<file path="config.mk">
export PLATFORM = sky130hd
export DESIGN_NAME = fxround_stage
export DESIGN_NICKNAME = d
export VERILOG_FILES = /design/src/rtl/rnd_pkg.sv /design/src/rtl/rnd_split.sv /design/src/rtl/rnd_decide.sv /design/src/rtl/rnd_outreg.sv /design/src/rtl/fxround_stage.sv
export SDC_FILE = /design/constraint.sdc
export NUM_CORES = 1
export LEC_CHECK = 0
export BUFFER_PORTS_ARGS = -buffer_cell sky130_fd_sc_hd__buf_2
export CAP_MARGIN = 10
export CELL_PAD_IN_SITES_DETAIL_PLACEMENT = 1
export CELL_PAD_IN_SITES_GLOBAL_PLACEMENT = 1
export CORE_UTILIZATION = 25
export DETAILED_ROUTE_END_ITERATION = 10
export PLACE_DENSITY = 0.7
export SLEW_MARGIN = 10
export SYNTH_ARGS = -nofsm -noshare
export SYNTH_HDL_FRONTEND = slang
export SYNTH_SLANG_ARGS = --single-unit
</file>
<file path="constraint.sdc">
create_clock -name clk -period 1.85 [get_ports clk]
set_clock_uncertainty 0.15 [all_clocks]
set_input_delay 0.37 -clock clk [delete_from_list [all_inputs] [get_ports clk]]
set_output_delay 0.37 -clock clk [all_outputs]
set_load 0.01 [all_outputs]
</file>
<file path="src/rtl/rnd_pkg.sv">
package rnd_pkg;

    typedef enum logic [1:0] {
        RND_TRUNC   = 2'd0,
        RND_HALF_UP = 2'd1,
        RND_AWAY    = 2'd2,
        RND_EVEN    = 2'd3
    } rnd_mode_e;

    // Fields extracted from the discarded part of a sample
    typedef struct packed {
        logic sign;
        logic guard;
        logic sticky;
        logic kept_lsb;
    } rnd_flags_t;

    // Nearest-value rounding with a caller-supplied tie decision
    function automatic logic near_inc(input logic guard, input logic sticky,
                                      input logic tie_up);
        return guard & (sticky | tie_up);
    endfunction

endpackage

</file>
<file path="src/rtl/rnd_split.sv">
module rnd_split #(
    parameter int IN_W  = 16,
    parameter int OUT_W = 12
) (
    input  logic [IN_W-1:0]  din,
    output logic [OUT_W-1:0] kept,
    output rnd_pkg::rnd_flags_t flags
);
    localparam int DROP_W = IN_W - OUT_W;

    logic sticky_w;

    generate
        if (DROP_W > 1) begin : g_sticky
            assign sticky_w = |din[DROP_W-2:0];
        end else begin : g_no_sticky
            assign sticky_w = 1'b0;
        end
    endgenerate

    assign kept           = din[IN_W-1:DROP_W];
    assign flags.sign     = din[IN_W-1];
    assign flags.guard    = din[DROP_W-1];
    assign flags.sticky   = sticky_w;
    assign flags.kept_lsb = din[DROP_W];

endmodule

</file>
<file path="src/rtl/rnd_decide.sv">
module rnd_decide #(
    parameter rnd_pkg::rnd_mode_e MODE = rnd_pkg::RND_EVEN
) (
    input  rnd_pkg::rnd_flags_t flags,
    output logic                inc
);
    import rnd_pkg::*;

    generate
        if (MODE == RND_TRUNC) begin : g_trunc
            assign inc = 1'b0;
        end else if (MODE == RND_HALF_UP) begin : g_half_up
            assign inc = flags.guard;
        end else if (MODE == RND_AWAY) begin : g_away
            // non-negative ties go up, negative ties stay (more negative)
            assign inc = near_inc(flags.guard, flags.sticky, ~flags.sign);
        end else begin : g_even
            // ties go up only when the kept field is odd
            assign inc = near_inc(flags.guard, flags.sticky, flags.kept_lsb);
        end
    endgenerate

endmodule

</file>
<file path="src/rtl/rnd_outreg.sv">
module rnd_outreg #(
    parameter int W = 12
) (
    input  logic         clk,
    input  logic         rst,
    input  logic         ce,
    input  logic [W-1:0] d,
    input  logic         sync_d,
    output logic [W-1:0] q,
    output logic         sync_q
);
    always_ff @(posedge clk) begin
        if (rst) begin
            q      <= '0;
            sync_q <= 1'b0;
        end else if (ce) begin
            q      <= d;
            sync_q <= sync_d;
        end
    end

endmodule

</file>
<file path="src/rtl/fxround_stage.sv">
module fxround_stage #(
    parameter int                 IN_W  = 16,
    parameter int                 OUT_W = 12,
    parameter rnd_pkg::rnd_mode_e MODE  = rnd_pkg::RND_EVEN
) (
    input  logic             clk,
    input  logic             rst,
    input  logic             ce,
    input  logic [IN_W-1:0]  din,
    input  logic             sync_in,
    output logic [OUT_W-1:0] dout,
    output logic             sync_out
);
    localparam int DROP_W = IN_W - OUT_W;

    initial begin
        if (DROP_W < 1) $error("fxround_stage: OUT_W must be below IN_W");
    end

    logic [OUT_W-1:0]    kept;
    rnd_pkg::rnd_flags_t flags;
    logic                inc;
    logic [OUT_W-1:0]    rounded;

    rnd_split #(.IN_W(IN_W), .OUT_W(OUT_W)) u_split (
        .din   (din),
        .kept  (kept),
        .flags (flags)
    );

    rnd_decide #(.MODE(MODE)) u_decide (
        .flags (flags),
        .inc   (inc)
    );

    // wraps on overflow: no saturation
    assign rounded = kept + {{(OUT_W-1){1'b0}}, inc};

    rnd_outreg #(.W(OUT_W)) u_reg (
        .clk    (clk),
        .rst    (rst),
        .ce     (ce),
        .d      (rounded),
        .sync_d (sync_in),
        .q      (dout),
        .sync_q (sync_out)
    );

endmodule

</file>
==> results of run 1 <==
-- registers in the layout (all words and copies together) (netlist names) --
name and flops:
u_reg.q 12, u_reg.sync_q 1
-- cell usage after synthesis, drive strengths merged, types with 3 or more instances --
master,count
dfxtp,13
nor2,12
nand3,7
a311oi,5
a211oi,4
clkbuf,4
and4,3
inv,3
-- final cells by class --
cell class | instances | area (um^2) | share of cell area (%)
Multi-Input combinational cell | 65 | 444 | 45.4
Sequential cell | 13 | 260 | 26.6
Timing Repair Buffer | 37 | 198 | 20.2
Tap cell | 31 | 38.8 | 3.96
Clock buffer | 4 | 26.3 | 2.69
Inverter | 3 | 11.3 | 1.15
-- report_power, final --
group	switching [uW]	internal, uW	total, uW
clock	89.5	83.4	173
sequential	9.69	301	311
combinational	78.5	64.2	143
-- how the worst max path moves through the flow --
stage	start	to	slack, ps	cells after the start
4_1_cts	din[3]	u_reg.q[8]	250	6
3_5_place_dp	din[3]	u_reg.q[8]	-20	6
5_1_grt	din[3]	u_reg.q[8]	150	6
2_1_floorplan	din[3]	u_reg.q[8]	160	5
3_3_place_gp	din[3]	u_reg.q[8]	40	6
6_report	din[3]	u_reg.q[8]	270	6
-- per-stage QoR --
step	setup WS [ps]	area, um^2	cells
3_3_place_gp	42.4	952	149
4_1_cts	248	978	153
6_report	268	978	153
5_1_grt	148	978	153
3_5_place_dp	-20.8	952	149
2_1_floorplan	161	732	85
-- logic make-up (layout without fill, tap and decap cells) --
group	after synthesis	after routing	synth area share, %
XOR/XNOR	3	3	3.59
buffers and inverters	7	44	3.76
AO/OA/AOI/OAI	20	20	21.4
AND/OR/NAND/NOR	39	39	31.3
multiplexers	2	2	2.74
adder cells (fa/ha/maj)	1	1	1.71
flip-flops	13	13	35.6
-- worst max-delay path: cells and delay by family --
kind | cells | cell delay (ps)
compound gates | 1 | 270
fa+ha+maj | 1 | 170
buf+inv | 1 | 90
simple gates | 3 | 710
-- metal layers --
metal | wire length, um | GRT usage, % | vias to the layer above
li1 | - | - | 405
met1 | 931 | 17.2 | 375
met2 | 1030 | 23.0 | 9
met3 | 41 | 1.40 | 2
met4 | 18 | 6.27 | 0
met5 | 0 | 0 | -
==> impl_summary.txt, run 1 <==
----------------------------------------------------
[Final layout]
  Core occupancy in the finished layout ... 35.5%
  Highest-count cells in the layout ignoring fill and taps ... buf_2, dfxtp_1, nor2_1, nand3_1
  Area grow syn2layout ... 33.7%
  Filler cells ... 356
  Most common library cell in the layout ignoring fill and taps ... buf_2
  Antenna diodes ... 0
  Fraction of layout instances using a drive strength above 1 ... 34.4%
  Fin nets ... 144

[Route]
  Total via count in the routed design ... 791
  Aggregate routed wire length ... 2020 um
  Number of optimization iterations in the first detailed-route pass ... 3
  Remaining antenna violation count ... 0
  Average via count per standard cell ... 5.17
  Starting DRT DRC Count ... 10
  Routed length per instance ... 13.2 um
  Post-route DRC ... 0

[Worst setup path]
  Crit-path cells ... buf_2 > and2_1 > ha_1 > nand4_2 > or4_1 > a311oi_1
  Crit start category ... primary input
  Beginning of the worst register-to-register path ... u_reg.q[11]
  Data arrival time of the critical path ... 1610 ps
  Type of element capturing the critical path ... flop
  Critical path class ... in2reg
  Required time at the worst-slack endpoint ... 1880 ps
  Highest net fanout along the worst path ... 6
  Delay contributed by the slowest stage of the critical path ... 420 ps
  Endpoint of the most critical register-to-register path ... u_reg.q[11]
  Number of cell instances on the worst register-to-register path ... 3
  Setup slack of the worst register-to-register path ... 890 ps
  Slowest CP cell ... or4_1

[CTS]
  Number of buffers created by CTS ... 3
  Number of sinks driven by the clock tree ... 13
  Insertion delay of the later-clocked pin in the worst-skew pair ... 260 ps
  TritonCTS clock tree ... yes
  Clock input transition at the sequential cells of the worst setup and hold paths ... 80 ps
  CTS-repair resized insts ... 0
  Longest Clk Path Bufs ... 2
  CTS root buf ... clkbuf_4
  Number of setup buffers added after CTS ... 0
  H-tree depth reported by CTS ... 1
  Hold buffer count at CTS ... 0

[Hold path]
  Worst hold-check path type ... in2reg
  Hold Path Origin ... sync_in
  Endpoint of the worst hold-timing path ... u_reg.sync_q
  Hold path depth ... 3

[Global routing]
  Gr ovfl total ... 0
  Global-route wire length before repair ... 3410 um
  Vias in the first global route ... 767
  Pin count of the biggest net entering global routing ... 26
  All-layer global routing usage ... 13.5%
  Initial antenna violation count ... 0

[Power and ir drop]
  Power, Total ... 626 uW
  Power density over cell area ... 640 nW/um^2
  Static leakage power ... 0.000439 uW
  Peak supply drop ... 0.317 mV

[Synthesis]
  Synth area leaders ... dfxtp_1, nor2_1, a311oi_1, nand3_1, a211oi_1
  Share of Yosys cell area claimed by the top area cell type ... 35.6%
  Number of library cell types mapped by synthesis ... 33
  Mean Syn Cell Area ... 8.61 um^2
  Flip-flop and latch count after synthesis ... 13
  Part of the Yosys area used for sequential elements ... 35.6%
  Async set or reset register ratio after synthesis ... 0%
  Netlist Area Pre-Place ... 732 um^2
  Number of enable-type register cells in the synthesized netlist ... 0
  Most used DFF post-synth ... dfxtp_1
  Total number of yosys warnings ... 0
  Cell type with the largest total area after synthesis ... dfxtp_1
  Synthesized Nets ... 106
  Cells after synthesis ... 85

[Floorplanning]
  Width of the chip ... 56.1 um
  I/O pin total ... 33
  Initial core utilization ... 26.5%
  Die area ... 3150 um^2
  Vertical die dimension ... 56.1 um
  Core area ... 2760 um^2
  Site Rows ... 19

[Timing]
  Slew @ Worst Pin ... 345 ps
  Maximum operating frequency ... 632 MHz
  Hold WS ... 195 ps
  Setup repair after global routing missed its margin ... false
  Slew Viols, Final ... 0
  Hold Violations, Final ... 0
  Number of endpoints failing setup at the final stage ... 0
  Headroom to the max-slew limit ... 76.7%
  Sum of negative setup slack ... 0 ps
  Minimum clock period ... 1580 ps
  Ratio of final minimum period to clock period ... 85.5%

[Place]
  Final weighted congestion in routability-driven placement ... 0.754
  Sum of net half-perimeters after detailed placement ... 1570 um
  Port bufs ... 32

[Job]
  Total of max-cap violations ... 0

[Status]
  Status ... complete, no violations

----------------------------------------------------
Note: power is estimated with default switching activity, not from simulation.
==> inputs of run 2 (changes only) <==
Settings changed: BUFFER_PORTS_ARGS -buffer_cell sky130_fd_sc_hd__buf_2 to -buffer_cell sky130_fd_sc_hd__buf_4, PLACE_DENSITY 0.7 to 0.65.
==> impl_summary.txt, run 2 (same netlist as run 1, synthesis figures left out) <==
----------------------------------------------------
[Place]
  Sum of net half-perimeters after detailed placement ... 1660 um (+5.7%)
  Placed cell areas ... 1020 um^2 (+7.6%)
  Final weighted congestion in routability-driven placement ... 0.727 (-3.6%)
  Port bufs ... 32 (unchanged)
  Setup Slack @ Placement ... -9.51 ps (+11.3 ps)

[Timing]
  Headroom to the max-slew limit ... 75.2% (-1.6 points)
  Minimum clock period ... 1560 ps (-23.1 ps)
  Slew @ Worst Pin ... 368 ps (+23.5 ps)
  Hold Violations, Final ... 0 (unchanged)
  Number of endpoints failing setup at the final stage ... 0 (unchanged)
  Slew Viols, Final ... 0 (unchanged)
  Final worst setup slack ... 291 ps (+23.1 ps)
  Maximum operating frequency ... 642 MHz (+1.5%)
  Ratio of final minimum period to clock period ... 84.3% (-1.2 points)
  Setup repair after global routing missed its margin ... false

[CTS]
  Hold buffer count at CTS ... 0 (unchanged)
  Number of buffers created by CTS ... 3 (unchanged)
  Insertion delay of the later-clocked pin in the worst-skew pair ... 290 ps (+30 ps)
  Number of sinks driven by the clock tree ... 13 (unchanged)
  CTS-repair resized insts ... 0 (unchanged)
  Longest Clk Path Bufs ... 2 (unchanged)
  Clock input transition at the sequential cells of the worst setup and hold paths ... 90 ps (about the same)
  Number of setup buffers added after CTS ... 0 (unchanged)
  TritonCTS clock tree ... yes
  CTS root buf ... clkbuf_4
  H-tree depth reported by CTS ... 1 (unchanged)

[Job]
  Total of max-cap violations ... 0 (unchanged)

[Final layout]
  Fraction of layout instances using a drive strength above 1 ... 33.9% (-0.54 points)
  Largest regs ... u_reg.q x12, u_reg.sync_q x1
  Most common library cell in the layout ignoring fill and taps ... buf_4
  Register bank with the most flops ... u_reg.q
  Highest-count cells in the layout ignoring fill and taps ... buf_4, dfxtp_1, nor2_1, nand3_1, a311oi_1
  Fin nets ... 143 (-0.69%)
  Area grow syn2layout ... 43.6%
  Number of flip-flops in the largest register ... 12 (unchanged)
  Area of all placed cells without fillers ... 1050 um^2 (+7.4%)
  Antenna diodes ... 0 (unchanged)
  Core occupancy in the finished layout ... 38.1% (+2.6 points)

[Power and ir drop]
  Proportion of power drawn by combinational gates ... 24.7% (+1.9 points)
  Switching Share ... 29.9% (+1.5 points)
  Reg power frac ... 46.6% (-3.0 points)
  Power density over cell area ... 638 nW/um^2 (-0.31%)
  Static leakage power ... 0.000455 uW (+3.6%)
  Peak supply drop ... 0.392 mV (+24%)
  Power spent charging and discharging nets ... 200 uW (+13%)
  Clock network fraction of design power ... 28.8% (+1.2 points)
  P_int ... 470 uW (+4.9%)

[Status]
  Status ... complete, no violations

[Route]
  Remaining antenna violation count ... 0 (unchanged)
  Routed length per instance ... 14.4 um (+8.9%)
  Post-route DRC ... 0 (unchanged)
  Starting DRT DRC Count ... 13 (+3)
  Average via count per standard cell ... 5.36 (+3.7%)
  Number of optimization iterations in the first detailed-route pass ... 4 (+1)
  Aggregate routed wire length ... 2180 um (+8.2%)
  Total via count in the routed design ... 815 (+3.0%)

[Floorplanning]
  Vertical die dimension ... 56.1 um (unchanged)
  I/O pin total ... 33 (unchanged)
  Core area ... 2760 um^2 (unchanged)
  Initial core utilization ... 26.5% (unchanged)
  Site Rows ... 19 (unchanged)
  Width of the chip ... 56.1 um (unchanged)
  Die area ... 3150 um^2 (unchanged)

[Worst setup path]
  Highest net fanout along the worst path ... 6 (unchanged)
  Setup slack of the worst register-to-register path ... 900 ps (about the same)
  Critical path class ... in2reg
  Number of cell instances on the worst register-to-register path ... 3 (unchanged)
  Crit start category ... primary input
  Required time at the worst-slack endpoint ... 1910 ps (+30 ps)
  Data arrival time of the critical path ... 1620 ps (about the same)
  Type of element capturing the critical path ... flop

[Global routing]
  Gr ovfl total ... 0 (unchanged)
  All-layer global routing usage ... 15.4% (+1.9 points)
  Vias in the first global route ... 793 (+3.4%)
  Initial antenna violation count ... 0 (unchanged)
  Pin count of the biggest net entering global routing ... 18 (-31%)
  Global-route wire length before repair ... 3770 um (+11%)

[Hold path]
  Hold path depth ... 3 (unchanged)
  Worst hold-check path type ... in2reg

----------------------------------------------------
[run 2: cell types whose count changed in the layout (fill, tap and decap cells not counted)]
cell   change
buf_2     -32
buf_4     +31
[run 2: stage by stage]
step,std cells,setup TNS [ps],hold slack (ps),total power (uW)
floorplan,85,0,353,387
global placement,148,0,322,480
detailed placement,148,-9.51,331,484
CTS,152,0,167,675
global route,152,0,176,709
finish,152,0,165,670
[run 2: worst max-delay path, cell delays in order]
cell and delay [ps]:
buf_4 80, and2_1 120, ha_1 180, nand4_2 180, or4_1 440, a311oi_1 250
[run 2: area by class of cell]
class / instances / area [um^2]
sequential: 13 / 260
inverter: 3 / 11.3
multi-input combinational: 65 / 444
tap: 31 / 38.8
clock buffer: 4 / 26.3
fill: 338 / 1710
timing repair buffer: 36 / 270
[run 2: path summary, 6_finish.rpt]
kind                    start            to
setup / recovery       din[3]    u_reg.q[8]
hold / removal        sync_in  u_reg.sync_q
setup reg to reg  u_reg.q[11]   u_reg.q[11]
hold reg to reg    u_reg.q[5]    u_reg.q[5]
[run 2: metal layers]
layer  global-route usage, %  wire length [um]  up-vias
met3                    3.49                72        6
met1                    18.7               990      391
met2                    25.2              1060       14
li1                        -                 -      404
met4                    8.36                57        0
met5                       0                 0        -
[run 2: power by group through the flow]
stage,logic [uW],clock network [uW],registers (uW)
4_1_cts,167,196,312
2_1_floorplan,59.1,0,327
3_3_place_gp,163,0,318
5_1_grt,181,213,315
3_5_place_dp,165,0,319
6_report,165,193,312
